### config.mk
export PLATFORM = sky130hd
export DESIGN_NAME = brx_redirect_unit
export DESIGN_NICKNAME = d
export VERILOG_FILES = /design/src/rtl/brx_pkg.sv /design/src/rtl/brx_target_calc.sv /design/src/rtl/brx_ctrl_fsm.sv /design/src/rtl/brx_loss_cnt.sv /design/src/rtl/brx_redirect_unit.sv
export SDC_FILE = /design/constraint.sdc
export NUM_CORES = 1
export LEC_CHECK = 0
export ABC_AREA = 0
export CAP_MARGIN = 20
export CORE_MARGIN = 3
export CORE_UTILIZATION = 35
export CTS_CLUSTER_SIZE = 12
export DETAILED_ROUTE_END_ITERATION = 10
export GPL_TIMING_DRIVEN = 1
export PLACE_DENSITY = 0.66
export SLEW_MARGIN = 0
export SYNTH_ARGS = -nofsm -noshare
export SYNTH_HDL_FRONTEND = slang
export SYNTH_SLANG_ARGS = --single-unit
### constraint.sdc
create_clock -name clk -period 5.5 [get_ports clk]
set_input_delay 1.375 -clock clk [delete_from_list [all_inputs] [get_ports clk]]
set_output_delay 1.375 -clock clk [all_outputs]
set_load 0.005 [all_outputs]
### src/rtl/brx_pkg.sv
package brx_pkg;

    typedef enum logic [1:0] {
        POL_STALL = 2'd0,
        POL_PNT   = 2'd1,
        POL_DELAY = 2'd2
    } brx_policy_e;

    typedef enum logic [1:0] {
        NPC_SEQ   = 2'd0,
        NPC_REDIR = 2'd1,
        NPC_HOLD  = 2'd2
    } brx_npc_e;

    typedef enum logic [1:0] {
        ST_FLOW   = 2'd0,
        ST_BUBBLE = 2'd1,
        ST_SLOT   = 2'd2
    } brx_state_e;

endpackage

### src/rtl/brx_target_calc.sv
module brx_target_calc #(
    parameter int XLEN  = 32,
    parameter int OFF_W = 16
) (
    input  logic [XLEN-1:0]  npc_i,
    input  logic [OFF_W-1:0] offset_i,
    input  logic             regs_eq_i,
    output logic             taken_o,
    output logic [XLEN-1:0]  redir_addr_o
);
    localparam int EXT_W = XLEN - OFF_W - 2;

    logic [XLEN-1:0] byte_off;
    logic [XLEN-1:0] target;

    assign byte_off     = {{EXT_W{offset_i[OFF_W-1]}}, offset_i, 2'b00};
    assign target       = npc_i + byte_off;
    assign taken_o      = regs_eq_i;
    assign redir_addr_o = taken_o ? target : npc_i;

endmodule

### src/rtl/brx_ctrl_fsm.sv
module brx_ctrl_fsm
    import brx_pkg::*;
#(
    parameter brx_policy_e POLICY = POL_PNT
) (
    input  logic       clk,
    input  logic       rst_n,
    input  logic       branch_i,
    input  logic       ops_ready_i,
    input  logic       taken_i,
    output brx_npc_e   npc_sel_o,
    output logic       flush_o,
    output logic       fetch_stall_o,
    output logic       id_bubble_o
);
    brx_state_e st_q, st_d;
    logic       act_redir, act_flush;
    brx_state_e act_next;

    generate
        if (POLICY == POL_STALL) begin : g_stall
            assign act_redir = 1'b1;
            assign act_flush = 1'b1;
            assign act_next  = ST_BUBBLE;
        end else if (POLICY == POL_PNT) begin : g_pnt
            assign act_redir = taken_i;
            assign act_flush = taken_i;
            assign act_next  = taken_i ? ST_BUBBLE : ST_FLOW;
        end else begin : g_delay
            assign act_redir = taken_i;
            assign act_flush = 1'b0;
            assign act_next  = ST_SLOT;
        end
    endgenerate

    always_ff @(posedge clk or negedge rst_n) begin
        if (!rst_n) st_q <= ST_FLOW;
        else        st_q <= st_d;
    end

    always_comb begin
        st_d          = st_q;
        npc_sel_o     = NPC_SEQ;
        flush_o       = 1'b0;
        fetch_stall_o = 1'b0;
        id_bubble_o   = 1'b0;
        unique case (st_q)
            ST_FLOW: begin
                if (branch_i && !ops_ready_i) begin
                    npc_sel_o     = NPC_HOLD;
                    fetch_stall_o = 1'b1;
                end else if (branch_i) begin
                    npc_sel_o = act_redir ? NPC_REDIR : NPC_SEQ;
                    flush_o   = act_flush;
                    st_d      = act_next;
                end
            end
            ST_BUBBLE: begin
                id_bubble_o = 1'b1;
                st_d        = ST_FLOW;
            end
            ST_SLOT: begin
                st_d = ST_FLOW;
            end
            default: st_d = ST_FLOW;
        endcase
    end

    p_flush_with_redirect_r4: assert property (@(posedge clk) disable iff (!rst_n)
        flush_o |-> (npc_sel_o == NPC_REDIR));

    p_wait_no_redirect_r3: assert property (@(posedge clk) disable iff (!rst_n)
        fetch_stall_o |-> (npc_sel_o == NPC_HOLD && !flush_o));

    p_wait_keeps_flow_r3: assert property (@(posedge clk) disable iff (!rst_n)
        fetch_stall_o |=> (st_q == ST_FLOW));

    p_bubble_follows_r7: assert property (@(posedge clk) disable iff (!rst_n)
        flush_o |=> (id_bubble_o && npc_sel_o == NPC_SEQ));

    p_slot_quiet_r8: assert property (@(posedge clk) disable iff (!rst_n)
        (st_q == ST_SLOT) |-> (npc_sel_o == NPC_SEQ && !flush_o && !id_bubble_o));

endmodule

### src/rtl/brx_loss_cnt.sv
module brx_loss_cnt #(
    parameter int CNT_W = 16
) (
    input  logic             clk,
    input  logic             rst_n,
    input  logic             lose_i,
    output logic [CNT_W-1:0] count_o
);
    always_ff @(posedge clk or negedge rst_n) begin
        if (!rst_n)      count_o <= '0;
        else if (lose_i) count_o <= count_o + 1'b1;
    end

    p_step_one_r9: assert property (@(posedge clk) disable iff (!rst_n)
        lose_i |=> (count_o == CNT_W'($past(count_o) + 1'b1)));

    p_hold_r9: assert property (@(posedge clk) disable iff (!rst_n)
        !lose_i |=> $stable(count_o));

endmodule

### src/rtl/brx_redirect_unit.sv
module brx_redirect_unit
    import brx_pkg::*;
#(
    parameter brx_policy_e POLICY = POL_PNT,
    parameter int          XLEN   = 32,
    parameter int          OFF_W  = 16,
    parameter int          CNT_W  = 16
) (
    input  logic             clk,
    input  logic             rst_n,
    input  logic             id_branch_i,
    input  logic             id_ops_ready_i,
    input  logic             id_regs_eq_i,
    input  logic [XLEN-1:0]  id_npc_i,
    input  logic [OFF_W-1:0] id_offset_i,
    output logic [1:0]       npc_sel_o,
    output logic [XLEN-1:0]  redir_addr_o,
    output logic             ifid_flush_o,
    output logic             fetch_stall_o,
    output logic             id_bubble_o,
    output logic [CNT_W-1:0] lost_cycles_o
);
    logic     taken_w;
    brx_npc_e sel_w;

    brx_target_calc #(.XLEN(XLEN), .OFF_W(OFF_W)) u_calc (
        .npc_i        (id_npc_i),
        .offset_i     (id_offset_i),
        .regs_eq_i    (id_regs_eq_i),
        .taken_o      (taken_w),
        .redir_addr_o (redir_addr_o)
    );

    brx_ctrl_fsm #(.POLICY(POLICY)) u_fsm (
        .clk           (clk),
        .rst_n         (rst_n),
        .branch_i      (id_branch_i),
        .ops_ready_i   (id_ops_ready_i),
        .taken_i       (taken_w),
        .npc_sel_o     (sel_w),
        .flush_o       (ifid_flush_o),
        .fetch_stall_o (fetch_stall_o),
        .id_bubble_o   (id_bubble_o)
    );

    brx_loss_cnt #(.CNT_W(CNT_W)) u_cnt (
        .clk     (clk),
        .rst_n   (rst_n),
        .lose_i  (ifid_flush_o | fetch_stall_o),
        .count_o (lost_cycles_o)
    );

    assign npc_sel_o = sel_w;

    p_taken_needs_eq_r2: assert property (@(posedge clk) disable iff (!rst_n)
        (npc_sel_o == 2'd1 && POLICY != POL_STALL) |-> (id_branch_i && id_regs_eq_i));

    p_redirect_needs_branch_r1: assert property (@(posedge clk) disable iff (!rst_n)
        (npc_sel_o == 2'd1) |-> (id_branch_i && id_ops_ready_i));

endmodule

-- After elaboration in Yosys (flattened, before gate mapping)
Cells that the tools add are included.
- register bits: 18
- output and inout port bits: 53
- word-level logic and storage cells: 26
- add/subtract/negate cells: 2
- eq/ne operators: 3
- mux-type cells: 14
- bitwise operators: 1
- reductions and logical operators: 4
- operator list (kind ; number):
    $add A32 B32 Y32 ; 1
    $mux W32 ; 1
    $add A16 B1 Y16 const B ; 1
    $mux W2 ; 6
    $mux W1 ; 7
    $ne A2 B2 Y1 const B ; 2
    $eq A2 B1 Y1 const B ; 1
    $logic_not A2 Y1 ; 1
    $reduce_and A2 Y1 ; 1
    $logic_and A1 B1 Y1 ; 1
    $logic_not A1 Y1 ; 1
    $or A1 B1 Y1 ; 1

-- Logic depth before layout (Yosys ltp)
Gate-level depths: netlist of the first run.
- depth in word-level cells: 5
- gate-level depth with buffers: 9
- depth with buffers taken out: 9

-- By module
A second synthesis of the first run with hierarchy kept.
- cells, all modules: 353
- area total of the unflattened synthesis: 2899.0 um2
- by module, submodules not included (module ; times used ; cells an instance ; area each (um2)):
    brx_target_calc ; 1 ; 290 ; 2129.5
    brx_loss_cnt ; 1 ; 56 ; 695.7
    brx_ctrl_fsm ; 1 ; 6 ; 67.6
    brx_redirect_unit ; 1 ; 1 ; 6.3

-- Worst setup path after synthesis of the first run
Ideal clock, no wire load.
- path type: input-to-output
- start point: input port id_npc_i[2]
- end point: output port redir_addr_o[30]
- arrival: 3.344 ns
- required time: 4.125 ns
- setup slack: 0.781 ns
- stages on the path: 9
- cell sequence: ha_1 > fa_1 > a21o_1 > a311o_1 > a21oi_4 > o21ai_2 > a41oi_2 > xnor2_1 > mux2_4
- longest elaborated chain between the ends: 2
- RTL lines (element ; RTL line ; text):
    start, declared ; brx_redirect_unit.sv:14 ; input logic [XLEN-1:0] id_npc_i,
    $add A32 B32 Y32 ; brx_target_calc.sv:17 ; assign target = npc_i + byte_off;
    $mux W32 ; brx_target_calc.sv:19 ; assign redir_addr_o = taken_o ? target : npc_i;
    end, declared ; brx_redirect_unit.sv:17 ; output logic [XLEN-1:0] redir_addr_o,
Every way passes these cells.

-- Worst setup path in the final report of the first run
- start point: input port id_offset_i[0]
- end point: output port redir_addr_o[14]
- longest elaborated chain between the ends: 2
- RTL lines (element ; RTL line ; text):
    start, declared ; brx_redirect_unit.sv:15 ; input logic [OFF_W-1:0] id_offset_i,
    $add A32 B32 Y32 ; brx_target_calc.sv:17 ;
    $mux W32 ; brx_target_calc.sv:19 ;
Every way passes these cells.

==> results of run 1 <==
==> worst paths after layout <==
check,end,slack (ns),cells past startpoint
worst max register to register,u_cnt.count_o[13],3.54,7
worst min-delay path,u_cnt.count_o[15],0.47,1
worst min register to register,u_cnt.count_o[15],0.47,1
max in group asynchronous,u_cnt.count_o[7],3.50,1
min in group asynchronous,u_cnt.count_o[4],1.55,1
worst max-delay path,redir_addr_o[14],0.07,12
==> metal layers <==
layer | global-route usage | share of wire
met1 | 0.259 | 0.45
met2 | 0.336 | 0.51
met3 | 0.0104 | 0.036
met4 | 0.0337 | 0.010
met5 | 0 | 0
==> through the flow <==
| step | hold WS [ns] | cells | setup slack (ns) | setup TNS [ns] |
|---|---|---|---|---|
| 2_1_floorplan | 0.468 | 356 | 0.781 | 0 |
| 3_3_place_gp | 0.460 | 592 | -0.229 | -1.63 |
| 3_5_place_dp | 0.465 | 592 | -0.290 | -2.08 |
| 4_1_cts | 0.477 | 599 | 0.00289 | 0 |
| 5_1_grt | 0.493 | 605 | -0.0485 | -0.131 |
| 6_report | 0.472 | 605 | 0.0733 | 0 |
==> timing repair <==
action	in CTS	in global routing
endpoints found under the setup margin	16	15
pin swaps	11	11
setup buffers	3	6
gates resized for setup	26	40
==> flip-flops by register name (all words and copies together) (netlist names) <==
signal and cells:
u_cnt.count_o 16, u_fsm.st_q 1
==> worst reg2reg max path, stage by stage, from the launching register on <==
cell and delay, ns:
dfrtp_1 0.38, nand2b_1 0.21, a21oi_2 0.26, and4_1 0.27
nand3_1 0.19, nor2_1 0.25, nand4_1 0.14, xnor2_1 0.14
==> report_power, final <==
group / switching [µW] / internal (µW) / leakage, µW / total (µW)
clock: 40.5 / 51.4 / 0.0000228 / 91.9
combinational: 225 / 309 / 0.00166 / 535
sequential: 28.7 / 147 / 0.000226 / 175
==> synth_stat cells (all sizes together) (2+ instances only) <==
cell type   n  share of area
clkbuf      6         0.0083
o2111ai     2         0.0064
a21oi      42          0.083
ha         30           0.14
nand4      10          0.023
buf        11          0.025
nor2       36          0.050
xnor2      26          0.084
nor3        7          0.013
and3        4         0.0092
and4        2         0.0064
a21o       10          0.028
o21a        2         0.0055
mux2       21          0.088
o22ai       2         0.0046
o311ai      2         0.0064
o21ai      18          0.036
a31oi       8          0.018
o211ai      4          0.011
o21bai      6          0.017
dfrtp      17           0.16
xor2       10          0.032
inv         8          0.011
o221ai      3         0.0097
nand3      13          0.024
nand2b      2         0.0046
nand2      41          0.057
==> logic make-up (layout without fill, tap and decap cells) <==
kind of cell               after synthesis  after routing  synth area share
muxes                                   22             22            0.0920
adders and majority gates               31             31             0.145
xor gates and xnor gates                36             36             0.116
and+or+nand+nor                        119            119             0.197
AOI/OAI and AO/OA                      106            106             0.249
DFF                                     17             17             0.156
buffers and inverters                   25            175            0.0446
==> layout make-up <==
cell class	instances	area (µm²)	area share
sequential	17	425	0.0929
tap	99	124	0.0271
multi-input combinational	314	2440	0.534
timing repair buffer	163	1510	0.330
clock buffer	4	45.0	0.00984
inverter	8	30.0	0.00656
==> impl_metrics.json, run 1 <==
{
  "min_period_over_period": 0.987,
  "final_max_slew_viol_count": 0,
  "start_util": 0.367,
  "routed_wirelength_mm": 8.99,
  "crit_slowest_cell": "clkdlybuf4s50_1",
  "cts_tree": "built",
  "drt_pass1_iterations": 4,
  "cts_buffer_depth": 2,
  "fin_area_um2": 4580,
  "synth_edf_count": 0,
  "critPathRequiredTime_ns": 4.12,
  "critical_path_arrival_ns": 4.05,
  "io_buffers": 101,
  "synth_ff_type": "dfrtp_1",
  "period_minus_slack_ns": 5.43,
  "rr_startpoint": "u_fsm.st_q[0]",
  "fillers": 654,
  "cts_root_buf": "clkbuf_8",
  "grt_usage": 0.191,
  "crit_chain": "clkdlybuf4s50_1 > ha_2 > fa_2 > a21o_1 > a311o_1 > a21oi_4 > o21ai_4 > buf_4 > buf_4 > xnor2_1 > mux2_2 > dlygate4sd2_1",
  "ys_ff_latch": 17,
  "hold_buffers": 0,
  "clk_pin_slew_worst_paths_ns": 0.06,
  "rsz0062_at_grt": "yes",
  "ant_nets": 0,
  "worstHoldPathType": "reg2reg",
  "synth_area_um2": 2720,
  "placed_area_um2": 4160,
  "grt_pass1_vias": 3104,
  "wl_per_cell_um": 14.9,
  "fp.dieW_um": 94.2,
  "ioPinCount": 106,
  "p_total_uw": 802,
  "antenna_cells": 0,
  "coreArea_um2": 7410,
  "vias": 3231,
  "syn_avg_cell_area_um2": 7.64,
  "max_freq_ghz": 0.184,
  "syn_nets": 440,
  "core.rowCount": 31,
  "drv_cap": 0,
  "viasPerCell": 5.34,
  "worst_slew_pin_slew_ns": 0.718,
  "cts_buffers": 3,
  "drt-initial-drc-count": 117,
  "antenna_found_initial": 0,
  "cp_slowest_stage_delay_ns": 0.41,
  "dp.final_hpwl_mm": 6.98,
  "status": "complete, no violations",
  "dieArea_um2": 8870,
  "setup_violations": 0,
  "die_h_um": 94.2,
  "cp-start-kind": "input port",
  "yosysWarnings": 0,
  "layout_common_cells": "92 x clkdlybuf4s50_1, 58 x buf_4, 40 x nand2_1",
  "path_common_cell": "buf_4",
  "end_kind": "output pin",
  "numClockSinks": 17,
  "fin_util": 0.618,
  "syn_to_final_growth_pct": 68.2,
  "peakVddDrop_mv": 0.0846,
  "hold_viol_final": 0,
  "grt_max_degree": 36,
  "gp_congestion": 0.900,
  "min_from": "u_cnt.count_o[15]",
  "critPathKind": "in2out",
  "async_flop_share": 1.00,
  "synthDistinctLibCells": 48,
  "syn_inst": 356,
  "grt-ovfl-total": 0,
  "critPathLaunch": "id_offset_i[0]",
  "p_leak_uw": 0.00191,
  "clock_latency_ns": 0.25,
  "layout_commonest_cell": "clkdlybuf4s50_1",
  "synth.yosys.seq_area_share": 0.156,
  "drc": 0,
  "fin_nets": 591,
  "maxSlewHeadroom": 0.520,
  "htree_levels": 1,
  "skew_ns": 0.000721,
  "grt_pass1_wl_mm": 14.0,
  "power_density_nw_per_um2": 175,
  "final_layout_size_suffix_gt1_frac": 0.267,
  "critPathTopFamily": "buffers and inverters",
  "crit_buf_inv": 4,
  "crit_fanout": 3
}
No activity file was read; power rests on OpenSTA's default activity.
==> inputs of run 2 (changes only) <==
--- a/config.mk
+++ b/config.mk
@@ -8,11 +8,11 @@
 export ABC_AREA = 0
 export CAP_MARGIN = 20
 export CORE_MARGIN = 3
-export CORE_UTILIZATION = 35
+export CORE_UTILIZATION = 45
 export CTS_CLUSTER_SIZE = 12
 export DETAILED_ROUTE_END_ITERATION = 10
 export GPL_TIMING_DRIVEN = 1
-export PLACE_DENSITY = 0.66
+export PLACE_DENSITY = 0.82
 export SLEW_MARGIN = 0
 export SYNTH_ARGS = -nofsm -noshare
 export SYNTH_HDL_FRONTEND = slang
==> impl_metrics.json, run 2 (synthesis gave the netlist of run 1 again) <==
{
  "fin_area_um2": 4560,
  "layout_commonest_cell": "clkdlybuf4s50_1",
  "cts_buffers": 3,
  "fp.dieW_um": 83.8,
  "period_minus_slack_ns": 5.40,
  "clk_pin_slew_worst_paths_ns": 0.06,
  "critPathRequiredTime_ns": 4.12,
  "wl_per_cell_um": 16.0,
  "antenna_found_initial": 0,
  "vias": 3344,
  "drc": 0,
  "routed_wirelength_mm": 9.27,
  "cp-start-kind": "input port",
  "largest_reg_flops": 16,
  "layout_common_cells": "87 x clkdlybuf4s50_1, 62 x buf_4, 39 x nand2_1",
  "final_layout_size_suffix_gt1_frac": 0.271,
  "grt_usage": 0.233,
  "ioPinCount": 106,
  "reg2reg_depth": 7,
  "grt_pass1_wl_mm": 13.9,
  "fin_nets": 594,
  "grt_pass1_vias": 3119,
  "p_leak_uw": 0.00196,
  "cts_tree": "built",
  "cp_slowest_stage_delay_ns": 0.45,
  "fillers": 383,
  "worstHoldPathType": "reg2reg",
  "syn_to_final_growth_pct": 67.5,
  "critPathLaunch": "id_offset_i[1]",
  "critPathKind": "in2out",
  "htree_levels": 1,
  "drt-initial-drc-count": 175,
  "grt_max_degree": 36,
  "start_util": 0.479,
  "max_freq_ghz": 0.185,
  "r2r_end": "u_cnt.count_o[15]",
  "final_max_slew_viol_count": 0,
  "ant_nets": 0,
  "post-place-ws_ns": -0.299,
  "core.rowCount": 27,
  "met2_usage": 0.427,
  "skew_ns": 0.00204,
  "worst_slew_pin_slew_ns": 0.743,
  "viasPerCell": 5.76,
  "hold_buffers": 0,
  "min_from": "u_cnt.count_o[15]",
  "drv_cap": 0,
  "p_total_uw": 804,
  "critical_path_arrival_ns": 4.02,
  "coreArea_um2": 5680,
  "dieArea_um2": 7020,
  "grt_use_met3": 0.0188,
  "min_path_cells": 1,
  "status": "complete, no violations",
  "placed_area_um2": 4140,
  "antenna_cells": 0,
  "grt-ovfl-total": 0,
  "min_period_over_period": 0.982,
  "cts_root_buf": "clkbuf_8",
  "crit_fanout": 3,
  "crit_slowest_cell": "clkdlybuf4s50_1",
  "timing.final.ws_setup_ns": 0.100,
  "io_buffers": 101,
  "setup_violations": 0,
  "peakVddDrop_mv": 0.143,
  "rr_startpoint": "u_fsm.st_q[0]",
  "busiest_layer": "met2",
  "cts_buffer_depth": 2,
  "drt_pass1_iterations": 5,
  "r2r_setup_slack_ns": 3.53,
  "dp.final_hpwl_mm": 6.84,
  "clock_latency_ns": 0.25,
  "crit_chain": "clkdlybuf4s50_1 > fa_2 > a21o_1 > a311o_1 > a21oi_4 > buf_6 > o21ai_2 > o21bai_1 > buf_4 > buf_4 > nand2_1 > o311ai_0 > dlygate4sd2_1",
  "top_register": "u_cnt.count_o",
  "gp_congestion": 0.977,
  "use_met1": 0.299,
  "maxSlewHeadroom": 0.503,
  "power_density_nw_per_um2": 176,
  "hold_viol_final": 0,
  "top_regs": "u_cnt.count_o (16), u_fsm.st_q (1)",
  "path_common_cell": "buf_4",
  "numClockSinks": 17,
  "die_h_um": 83.8,
  "end_kind": "output pin",
  "min_to": "u_cnt.count_o[15]"
}
[run 2: worst max-delay path by stage]
stage | slack (ns) | end | depth (start not counted)
2_1_floorplan | 0.78 | redir_addr_o[30] | 9
3_3_place_gp | -0.24 | redir_addr_o[24] | 12
3_5_place_dp | -0.30 | redir_addr_o[24] | 12
4_1_cts | -0.06 | redir_addr_o[26] | 11
5_1_grt | -0.04 | redir_addr_o[27] | 11
6_report | 0.10 | redir_addr_o[24] | 13
[run 2: per-stage QoR]
stage / utilization / setup TNS (ns) / hold WS (ns) / std cells
detailed placement: 0.730 / -1.98 / 0.471 / 567
global route: 0.803 / -0.0834 / 0.495 / 581
CTS: 0.752 / -0.0647 / 0.483 / 575
global placement: 0.730 / -1.50 / 0.460 / 567
floorplan: - / 0 / 0.468 / 356
finish: 0.803 / 0 / 0.481 / 581
[run 2: critical path: cells and delay by family]
family                   cells  cell delay, ns
buffers and inverters        5            1.14
AO/OA/AOI/OAI                6            1.09
adder cells (fa/ha/maj)      1            0.36
AND/OR/NAND/NOR              1            0.04
[run 2: per-layer routing]
layer / part of all wire / vias to the layer above / routed length [µm]
met5: 0 / - / 0
met1: 0.42 / 1574 / 3870
met4: 0.019 / 0 / 172
li1: - / 1623 / -
met3: 0.053 / 18 / 492
met2: 0.51 / 129 / 4730
[run 2: repair_timing]
| action | CTS | global route |
|---|---|---|
| pin swaps | 10 | 10 |
| gates resized for setup | 18 | 51 |
| setup buffers | 4 | 6 |
| hold endpoints to repair | 0 | 0 |
| endpoints found under the setup margin | 13 | 15 |
[run 2: final cells by class]
cell class	instances	area, µm²	share of cell area
clock buffer	3	41.3	0.00906
clock inverter	1	5.00	0.00110
inverter	8	30.0	0.00659
tap	72	90.1	0.0198
sequential	17	425	0.0933
multi-input combinational	314	2450	0.538
timing repair buffer	166	1520	0.332
[run 2: power by group]
group | internal, µW | leakage, µW | switching, µW
registers | 147 | 0.000226 | 26.1
logic | 308 | 0.00170 | 233
clock network | 50.1 | 0.0000255 | 40.3
total | 505 | 0.00196 | 299
==> inputs of run 3 (changes only) <==
--- a/config.mk
+++ b/config.mk
@@ -6,7 +6,6 @@
 export NUM_CORES = 1
 export LEC_CHECK = 0
 export ABC_AREA = 0
-export CAP_MARGIN = 20
 export CORE_MARGIN = 3
 export CORE_UTILIZATION = 45
 export CTS_CLUSTER_SIZE = 12
==> results of run 3 <==
No change in the layout: final DEF, timing and power equal those of run 2.
